<file path="src/rtl/gpio_port_pkg.sv">
// Package: shared offsets and bus width of the GPIO port controller.
// Assumes a four-entry register space decoded by a two-bit offset.
package gpio_port_pkg;
    localparam int unsigned ADDR_W = 2;

    typedef enum logic [ADDR_W-1:0] {
        OFS_DIR  = 2'd0,
        OFS_DATA = 2'd1,
        OFS_PORT = 2'd2,
        OFS_ODC  = 2'd3
    } gpio_ofs_e;
endpackage

</file>
<file path="src/rtl/gpio_in_sync.sv">
// Module: multi-stage synchronizer for the pad input levels.
// Assumes pad_in is asynchronous to clk; output lags by STAGES edges.
module gpio_in_sync #(
    parameter int unsigned WIDTH  = 8,
    parameter int unsigned STAGES = 2
) (
    input  logic             clk,
    input  logic             rst_n,
    input  logic [WIDTH-1:0] async_in,
    output logic [WIDTH-1:0] sync_out
);
    localparam int unsigned LAST = STAGES - 1;

    logic [STAGES-1:0][WIDTH-1:0] stage_q;

    // First stage samples the asynchronous pad levels.
    always_ff @(posedge clk) begin
        if (!rst_n) stage_q[0] <= '0;
        else        stage_q[0] <= async_in;
    end

    generate
        for (genvar s = 1; s < STAGES; s++) begin : g_stage
            // Each later stage re-times the previous one.
            always_ff @(posedge clk) begin
                if (!rst_n) stage_q[s] <= '0;
                else        stage_q[s] <= stage_q[s-1];
            end
        end
    endgenerate

    assign sync_out = stage_q[LAST];

    // the first stage reflects the pad level sampled one edge earlier.
    p_first_stage_r4: assert property (@(posedge clk) disable iff (!rst_n)
        $past(rst_n) |-> stage_q[0] == $past(async_in));
endmodule

</file>
<file path="src/rtl/gpio_regs.sv">
// Module: direction, data and open-drain registers with the read mux.
// Assumes single-cycle writes; reads are combinational from bus_addr.
module gpio_regs
    import gpio_port_pkg::*;
#(
    parameter int unsigned WIDTH = 8
) (
    input  logic              clk,
    input  logic              rst_n,
    input  logic [ADDR_W-1:0] bus_addr,
    input  logic              bus_we,
    input  logic [WIDTH-1:0]  bus_wdata,
    input  logic [WIDTH-1:0]  pin_sync,
    output logic [WIDTH-1:0]  bus_rdata,
    output logic [WIDTH-1:0]  dir_q,
    output logic [WIDTH-1:0]  data_q,
    output logic [WIDTH-1:0]  odc_q
);
    logic [WIDTH-1:0] port_view;

    // Direction register: write-only, cleared by reset.
    always_ff @(posedge clk) begin
        if (!rst_n)                          dir_q <= '0;
        else if (bus_we && bus_addr == OFS_DIR) dir_q <= bus_wdata;
    end

    // Data register: holds the value output pins drive.
    always_ff @(posedge clk) begin
        if (!rst_n)                           data_q <= '0;
        else if (bus_we && bus_addr == OFS_DATA) data_q <= bus_wdata;
    end

    // Open-drain control register: selects output type per pin.
    always_ff @(posedge clk) begin
        if (!rst_n)                          odc_q <= '0;
        else if (bus_we && bus_addr == OFS_ODC) odc_q <= bus_wdata;
    end

    // Port view picks the latch for outputs and the pin for inputs.
    always_comb begin
        port_view = (data_q & dir_q) | (pin_sync & ~dir_q);
    end

    // Read mux; the direction offset returns zero.
    always_comb begin
        unique case (bus_addr)
            OFS_DIR:  bus_rdata = '0;
            OFS_DATA: bus_rdata = data_q;
            OFS_PORT: bus_rdata = port_view;
            OFS_ODC:  bus_rdata = odc_q;
            default:  bus_rdata = '0;
        endcase
    end

    // a write to the port-read offset leaves the data register alone.
    p_port_write_ignored_r5: assert property (@(posedge clk) disable iff (!rst_n)
        (bus_we && bus_addr == OFS_PORT) |=> $stable(data_q));

    // a write to the data offset lands on the next cycle.
    p_data_write_r3: assert property (@(posedge clk) disable iff (!rst_n)
        (bus_we && bus_addr == OFS_DATA) |=> data_q == $past(bus_wdata));

    // the open-drain register changes only through its own offset.
    p_odc_only_own_r6: assert property (@(posedge clk) disable iff (!rst_n)
        !(bus_we && bus_addr == OFS_ODC) |=> $stable(odc_q));
endmodule

</file>
<file path="src/rtl/gpio_pad_ctrl.sv">
// Module: per-pin drive, enable and pull-up decode.
// Assumes register inputs are stable registered values.
module gpio_pad_ctrl #(
    parameter int unsigned WIDTH = 8
) (
    input  logic [WIDTH-1:0] dir_q,
    input  logic [WIDTH-1:0] data_q,
    input  logic [WIDTH-1:0] odc_q,
    input  logic [WIDTH-1:0] pu_req,
    output logic [WIDTH-1:0] pad_out,
    output logic [WIDTH-1:0] pad_oe,
    output logic [WIDTH-1:0] pad_pu
);
    generate
        for (genvar i = 0; i < WIDTH; i++) begin : g_pin
            // Decode one pin: push-pull, open-drain or input.
            always_comb begin
                if (!dir_q[i]) begin
                    pad_oe[i]  = 1'b0;
                    pad_out[i] = data_q[i];
                    pad_pu[i]  = pu_req[i];
                end else if (odc_q[i]) begin
                    pad_oe[i]  = ~data_q[i];
                    pad_out[i] = 1'b0;
                    pad_pu[i]  = 1'b0;
                end else begin
                    pad_oe[i]  = 1'b1;
                    pad_out[i] = data_q[i];
                    pad_pu[i]  = 1'b0;
                end
            end
        end
    endgenerate
endmodule

</file>
<file path="src/rtl/gpio_port_ctrl.sv">
// Module: top of the eight-pin GPIO port controller.
// Assumes a synchronous register bus and asynchronous pad inputs.
module gpio_port_ctrl
    import gpio_port_pkg::*;
#(
    parameter int unsigned WIDTH       = 8,
    parameter int unsigned SYNC_STAGES = 2
) (
    input  logic              clk,
    input  logic              rst_n,
    input  logic [ADDR_W-1:0] bus_addr,
    input  logic              bus_we,
    input  logic [WIDTH-1:0]  bus_wdata,
    output logic [WIDTH-1:0]  bus_rdata,
    input  logic [WIDTH-1:0]  pad_in,
    input  logic [WIDTH-1:0]  pu_req,
    output logic [WIDTH-1:0]  pad_out,
    output logic [WIDTH-1:0]  pad_oe,
    output logic [WIDTH-1:0]  pad_pu
);
    logic [WIDTH-1:0] pin_sync;
    logic [WIDTH-1:0] dir_q;
    logic [WIDTH-1:0] data_q;
    logic [WIDTH-1:0] odc_q;

    gpio_in_sync #(.WIDTH(WIDTH), .STAGES(SYNC_STAGES)) u_sync (
        .clk      (clk),
        .rst_n    (rst_n),
        .async_in (pad_in),
        .sync_out (pin_sync)
    );

    gpio_regs #(.WIDTH(WIDTH)) u_regs (
        .clk       (clk),
        .rst_n     (rst_n),
        .bus_addr  (bus_addr),
        .bus_we    (bus_we),
        .bus_wdata (bus_wdata),
        .pin_sync  (pin_sync),
        .bus_rdata (bus_rdata),
        .dir_q     (dir_q),
        .data_q    (data_q),
        .odc_q     (odc_q)
    );

    gpio_pad_ctrl #(.WIDTH(WIDTH)) u_pad (
        .dir_q   (dir_q),
        .data_q  (data_q),
        .odc_q   (odc_q),
        .pu_req  (pu_req),
        .pad_out (pad_out),
        .pad_oe  (pad_oe),
        .pad_pu  (pad_pu)
    );

    // the first cycle after reset leaves every pin undriven.
    p_reset_inputs_r1: assert property (@(posedge clk) disable iff (!rst_n)
        $rose(rst_n) |-> pad_oe == '0);

    // a pin configured as input is never driven.
    p_input_undriven_r9: assert property (@(posedge clk) disable iff (!rst_n)
        (pad_oe & ~dir_q) == '0);

    // an open-drain output never drives a high level.
    p_od_no_high_r8: assert property (@(posedge clk) disable iff (!rst_n)
        (pad_oe & pad_out & odc_q & dir_q) == '0);

    // pull-up never reaches an output pin.
    p_pu_inputs_only_r10: assert property (@(posedge clk) disable iff (!rst_n)
        (pad_pu & dir_q) == '0);

    // push-pull outputs are always enabled.
    p_pushpull_enabled_r7: assert property (@(posedge clk) disable iff (!rst_n)
        ((dir_q & ~odc_q) & ~pad_oe) == '0);
endmodule

</file>
<file path="config.mk">
export PLATFORM = sky130hd
export DESIGN_NAME = gpio_port_ctrl
export DESIGN_NICKNAME = d
export VERILOG_FILES = /design/src/rtl/gpio_port_pkg.sv /design/src/rtl/gpio_in_sync.sv /design/src/rtl/gpio_regs.sv /design/src/rtl/gpio_pad_ctrl.sv /design/src/rtl/gpio_port_ctrl.sv
export SDC_FILE = /design/constraint.sdc
export NUM_CORES = 1
export LEC_CHECK = 0
export CAP_MARGIN = 30
export CORE_ASPECT_RATIO = 0.75
export CORE_MARGIN = 10
export CORE_UTILIZATION = 28
export DETAILED_ROUTE_END_ITERATION = 10
export DONT_BUFFER_PORTS = 1
export GPL_TIMING_DRIVEN = 0
export PLACE_DENSITY = 0.48
export SYNTH_ARGS = -nofsm -noshare
export SYNTH_HDL_FRONTEND = slang
export SYNTH_HIERARCHICAL = 1
export SYNTH_SLANG_ARGS = --single-unit
</file>
<file path="constraint.sdc">
create_clock -name clk -period 1.42 [get_ports clk]
set_input_delay 0.071 -clock clk [delete_from_list [all_inputs] [get_ports clk]]
set_output_delay 0.071 -clock clk [all_outputs]
set_load 0.005 [all_outputs]
</file>
==> run_results.csv, run 1 <==
group,metric,value,unit
run_status,status,"completed",
job,drv_cap,0,
die,core_region_area,0.00622,sq mm
grt,overflow,0,
route,finalWirelength,5230,um
sta,hold_viol,0,
layout,insertedDiodeCount,0,
layout,fillerInstances,667,
synth,synth_cell_types,21,
cts,clock_tree.htree_level_count,2,
layout,area_growth,20.9,%
cts,cts-root-to-sink-buffers,2,
cts,clock_tree_from_tritoncts,"done",
route,antenna_left,0,
route,1st_pass_router_iterations,4,
grt,globalRouteTotalUtil,10.6,%
place,place.detailed.hpwl,3790,um
pwr,power.density,1020,mW/mm^2
layout,drive_gt1_share,18.8,%
sta,timing.final.setup_violations,0,
worst_setup_path,cp_data_arrival_time,1.25,ns
die,fp.dieArea,0.00998,sq mm
grt,grt_max_degree,12,
worst_setup_path,timing_worst_setup_path_type,"reg2out",
cts,cts.reportedPaths.clkPinSlew,0.08,ns
sta,fin_crit_sh,93.2,%
place,post-place-cells,284,
sta,grt_setup_unrepaired,"no",
worst_setup_path,ff2ff_path_depth,2,
die,die_width,112,um
worst_setup_path,cp_max_fo,6,
synth,syn-num-nets,232,
hold_path,hp-class,"in2reg",
cts,cts.root.buffer_cell,"clkbuf_8",
die,die_y,89.1,um
route,via_count,1544,
cts,cts_hold_buf,18,
pwr,total_leakage_power,0.000782,uW
sta,fmaxAchievable,0.756,GHz
sta,worst_clock_skew,0.000633,ns
layout,register_area,801,sq um
die,io_pins,61,
pwr,max-vdd-ir-drop,0.000437,V
worst_setup_path,endpoint_kind,"output port",
synth,synth.yosys.warnings,6,
sta,final.min_clock_period,1.32,ns
place,preCtsSetupSlack,0.169,ns
layout,stdcell_count,310,
place,place_congestion,0.721,
synth,synthesis.instances,203,
layout,final_net_count,257,
worst_setup_path,timing.critical_path.required,1.35,ns
layout,utilization,34.6,%
worst_setup_path,setup.worst_path.start_class,"flip-flop",
die,floorplan.initialDensity,28.6,%
synth,post_synth_instance_area,0.00178,sq mm
sta,drv_slew,0,
sta,worst_slew_pin_slew,0.560,ns
route,viasPerCell,4.98,
grt,grt_antenna_before_repair,0,
sta,final.setup.worst_slack,0.0964,ns
hold_path,hold-path-cell-count,2,
route,drc,0,
cts,cts_setup_buffers,0,
die,floorplan.rows,25,
route,routedWlPerCell,16.9,um
grt,grt_first_pass_wirelength,8350,um
sta,relSlewSlack,62.7,%
sta,final.setup.tns,0,ns
synth,yosys_register_bits,40,
cts,cts_inserted_buffers,5,
synth,synth_seq_area_share,45.0,%
place,port_buffer_cells,0,
sta,finalHoldWorstSlack,0.0259,ns
synth,avgSynthCellArea,8.77,sq um
cts,post_cts_resized,0,
grt,grt_pass1_vias,1522,
cts,clkLatencyLatePin,0.28,ns
cts,cts_sinks,40,
layout,combined_area_of_the_multi_input_logic_cells,820,sq um
route,drtIter0Drc,102,
==> synthesized netlist by cell type <==
master	n	area [sq um]
o21ai_0	22	110
buf_2	8	40.0
and2b_2	8	70.1
nand2_1	8	30.0
a31oi_1	8	50.1
dfxtp_1	40	801
buf_4	8	60.1
and2_1	4	25.0
nand3_1	25	125
buf_6	1	11.3
a21boi_0	16	120
nor2b_1	2	12.5
and2_2	12	90.1
o21ai_1	10	50.1
nand3b_1	1	7.51
buf_1	2	7.51
a21oi_1	8	40.0
clkbuf_1	3	11.3
inv_1	8	30.0
or3b_1	1	8.76
nor4bb_1	8	80.1
==> worst paths after layout <==
kind,endpoint,from,slack (ns)
max,bus_rdata[1],u_regs/dir_q[1],0.1
min,u_sync/stage_q[1],rst_n,0.03
max reg2reg,u_regs/dir_q[3],u_regs/dir_q[3],0.74
min reg2reg,u_sync/sync_out[1],u_sync/stage_q[1],0.45
==> metrics by stage <==
stage,cell area (sq um),power [uW]
global route,2150,2330
CTS,2150,2240
finish,2150,2210
floorplan,1780,1360
detailed placement,1880,1420
global placement,1880,1420
==> flip-flops by register name (all words and copies together) (netlist names) <==
name,flops
u_regs/data_q,8
u_regs/dir_q,8
u_regs/odc_q,8
u_sync/stage_q,8
u_sync/sync_out,8
==> layer usage <==
layer  track usage (%)  up-vias  wire length [um]
li1                  -      758                 -
met1              13.6      745              2560
met2              15.9       41              2230
met3              4.69        0               441
met4              2.41        0                 0
met5                 0        -                 0
==> cell type report <==
cell class                      count  share of cell area (%)
Buffer                             22                    6.05
Multi-Input combinational cell    133                    38.1
Tap cell                           81                    4.71
Sequential cell                    40                    37.2
Inverter                            8                    1.40
Timing Repair Buffer               18                    8.37
Clock buffer                        8                    4.19
==> kinds of logic after synthesis <==
group                  share of synthesized area [%]
AO/OA/AOI/OAI                                   20.8
buffers and inverters                           9.00
flip-flops                                      45.0
AND/OR/NAND/NOR                                 25.2
==> power by group <==
group	total (uW)	switching, uW	internal, uW
logic	241	126	116
clock network	769	373	396
registers	1200	29.7	1170
==> cells in the final DEF, fill, tap and decap left out <==
master | Yosys | final
and2_2 | 12 | 12
inv_1 | 8 | 8
and2b_2 | 8 | 8
buf_6 | 1 | 1
clkbuf_8 | 0 | 6
a21boi_0 | 16 | 16
clkbuf_1 | 3 | 5
buf_1 | 2 | 2
nand2_1 | 8 | 8
nand3_1 | 25 | 25
buf_4 | 8 | 8
o21ai_1 | 10 | 10
nor2b_1 | 2 | 2
a31oi_1 | 8 | 8
o21ai_0 | 22 | 22
a21oi_1 | 8 | 8
nand3b_1 | 1 | 1
dfxtp_1 | 40 | 40
buf_2 | 8 | 8
and2_1 | 4 | 4
dlygate4sd3_1 | 0 | 18
nor4bb_1 | 8 | 8
or3b_1 | 1 | 1
==> critical path: stages (launching register included) <==
cell	delay [ns]
dfxtp_1	0.37
nor4bb_1	0.37
a31oi_1	0.08
o21ai_1	0.14
Note: power is estimated with default switching activity, not from simulation.
==> run 2: changes to the inputs <==
==> constraint.sdc (replaced) <==
create_clock -name clk -period 1.42 [get_ports clk]
set_input_delay 0.071 -clock clk [delete_from_list [all_inputs] [get_ports clk]]
set_output_delay 0.071 -clock clk [all_outputs]
set_load 0.01 [all_outputs]
==> run 2 against run 1 <==
  * Setup slack worse by 0.0073 ns
  * Power rose by 0.71%
  * Core utilization increased by 0.10 points
==> run_results.csv, run 2 (synthesis gave the netlist of run 1 again) <==
group,metric,value,unit
worst_setup_path,largest_stage_delay_on_the_critical_path,0.37,ns
layout,fillerInstances,667,
worst_setup_path,setup.worst_path.start_class,"flip-flop",
cts,cts-root-to-sink-buffers,2,
pwr,max-vdd-ir-drop,0.000436,V
worst_setup_path,worst_r2r_startpoint,"u_regs/dir_q[3]",
route,viasPerCell,4.99,
route,antenna_left,0,
cts,cts.reportedPaths.clkPinSlew,0.08,ns
worst_setup_path,cp_slowest_cell,"dfxtp_1",
layout,drive_gt1_share,19.2,%
sta,final.setup.tns,0,ns
route,drc,0,
route,routedWlPerCell,16.9,um
cts,clkLatencyLatePin,0.28,ns
route,via_count,1546,
sta,worst_slew_pin_slew,0.569,ns
sta,hold_viol,0,
sta,grt_setup_unrepaired,"no",
pwr,power.density,1030,mW/mm^2
route,finalWirelength,5220,um
cts,cts.root.buffer_cell,"clkbuf_8",
hold_path,hold_end,"u_sync/stage_q[1]",
sta,final.min_clock_period,1.33,ns
hold_path,hp-class,"in2reg",
pwr,switching_share,24.4,%
layout,combined_area_of_the_multi_input_logic_cells,826,sq um
sta,worst_clock_skew,0.000997,ns
cts,cts_sinks,40,
sta,drv_slew,0,
layout,most_common_library_cell_in_the_layout_ignoring_fill_and_taps,"dfxtp_1",
job,drv_cap,0,
worst_setup_path,timing_worst_setup_path_type,"reg2out",
worst_setup_path,setup.reg_to_reg.worst_slack,0.73,ns
layout,utilization,34.7,%
die,die_width,112,um
layout,insertedDiodeCount,0,
layout,layout.cells.most_common_list,"dfxtp_1 (40), nand3_1 (25), o21ai_0 (21), dlygate4sd3_1 (18), a21boi_0 (16)",
cts,clock_tree.htree_level_count,2,
die,core_region_area,0.00622,sq mm
pwr,p_switching,543,uW
worst_setup_path,cp_cell_sequence,"nor4bb_1 -> a31oi_1 -> o21ai_1",
pwr,share_comb_of_total_power,11.6,%
layout,final_net_count,257,
worst_setup_path,crit-reg2reg-capture,"u_regs/dir_q[3]",
worst_setup_path,ff2ff_path_depth,2,
sta,relSlewSlack,62.1,%
route,1st_pass_router_iterations,4,
grt,grt_first_pass_wirelength,8350,um
grt,globalRouteTotalUtil,10.6,%
die,fp.dieArea,0.00998,sq mm
die,io_pins,61,
sta,timing.final.setup_violations,0,
sta,fmaxAchievable,0.751,GHz
worst_setup_path,endpoint_kind,"output port",
place,place_congestion,0.721,
layout,register_area,801,sq um
sta,fin_crit_sh,93.7,%
route,drtIter0Drc,117,
die,floorplan.rows,25,
run_status,status,"completed",
grt,grt_max_degree,12,
pwr,seq_power_share,53.8,%
die,floorplan.initialDensity,28.6,%
hold_path,holdCritStartpoint,"rst_n",
hold_path,hold-path-cell-count,2,
pwr,clock_power_share,34.6,%
pwr,total_leakage_power,0.000782,uW
grt,grt_antenna_before_repair,0,
worst_setup_path,cp_data_arrival_time,1.26,ns
die,die_y,89.1,um
layout,area_growth,21.2,%
cts,clock_tree_from_tritoncts,"done",
place,port_buffer_cells,0,
worst_setup_path,cpLargestDelayFamily,"flip-flops",
grt,overflow,0,
place,place.detailed.hpwl,3790,um
cts,cts_inserted_buffers,5,
worst_setup_path,cp_max_fo,6,
worst_setup_path,timing.critical_path.required,1.35,ns
grt,grt_pass1_vias,1522,
worst_setup_path,critPathBufInv,0,
pwr,internal-power,1680,uW
[run 2: changes by cell type in the layout (fill, tap and decap cells not counted)]
cell / before / now
nor4bb_1: 8 / 7
nor4bb_2: 0 / 1
o21ai_0: 22 / 21
o21ai_1: 10 / 11
[run 2: final cells by class]
type,instances,share of cell area [%]
Clock buffer,8,4.17
Multi-Input combinational cell,133,38.3
Inverter,8,1.39
Sequential cell,40,37.1
Buffer,22,6.03
Timing Repair Buffer,18,8.35
Tap cell,81,4.70
[run 2: how the worst max path moves through the flow]
stage                    start         endpoint  slack, ns  cells past startpoint
3_5_place_dp       bus_addr[1]  u_regs/odc_q[7]       0.17                      4
4_1_cts        u_regs/dir_q[1]     bus_rdata[1]       0.08                      3
2_1_floorplan      bus_addr[0]  u_regs/dir_q[5]       0.42                      5
5_1_grt        u_regs/dir_q[6]     bus_rdata[6]     0.0005                      2
3_3_place_gp       bus_addr[0]  u_regs/odc_q[6]       0.17                      5
6_report       u_regs/dir_q[1]     bus_rdata[1]       0.09                      3
[run 2: per-stage QoR]
step | hold WS (ns) | setup slack, ns | cells | total power [uW] | area [sq um]
after floorplan | 0.198 | 0.420 | 203 | 1380 | 1780
after global placement | 0.201 | 0.170 | 284 | 1440 | 1880
after detailed placement | 0.202 | 0.169 | 284 | 1440 | 1880
after CTS | 0.0273 | 0.0801 | 310 | 2250 | 2150
after global routing | 0.0355 | 0.000492 | 310 | 2340 | 2160
final | 0.0261 | 0.0891 | 310 | 2220 | 2160
[run 2: what timing repair did]
item | CTS | global route
setup endpoints to repair | 0 | 2
buffers inserted | 0 | 0
gates resized for setup | 0 | 2
endpoints found under the hold margin | 33 | 0
hold buffers | 18 | 0
[run 2: power by group through the flow]
stage | sequential, uW | clock [uW] | combinational (uW)
after floorplan | 1210 | 0 | 167
after global placement | 1220 | 0 | 215
after detailed placement | 1220 | 0 | 216
after CTS | 1200 | 799 | 259
after global routing | 1200 | 854 | 286
final | 1200 | 768 | 257
[run 2: metal layers]
| layer | track usage, % | wire length [um] | up-vias |
|---|---|---|---|
| met5 | 0 | 0 | - |
| li1 | - | - | 757 |
| met2 | 15.9 | 2230 | 47 |
| met3 | 4.69 | 467 | 0 |
| met1 | 13.6 | 2530 | 742 |
| met4 | 2.41 | 0 | 0 |
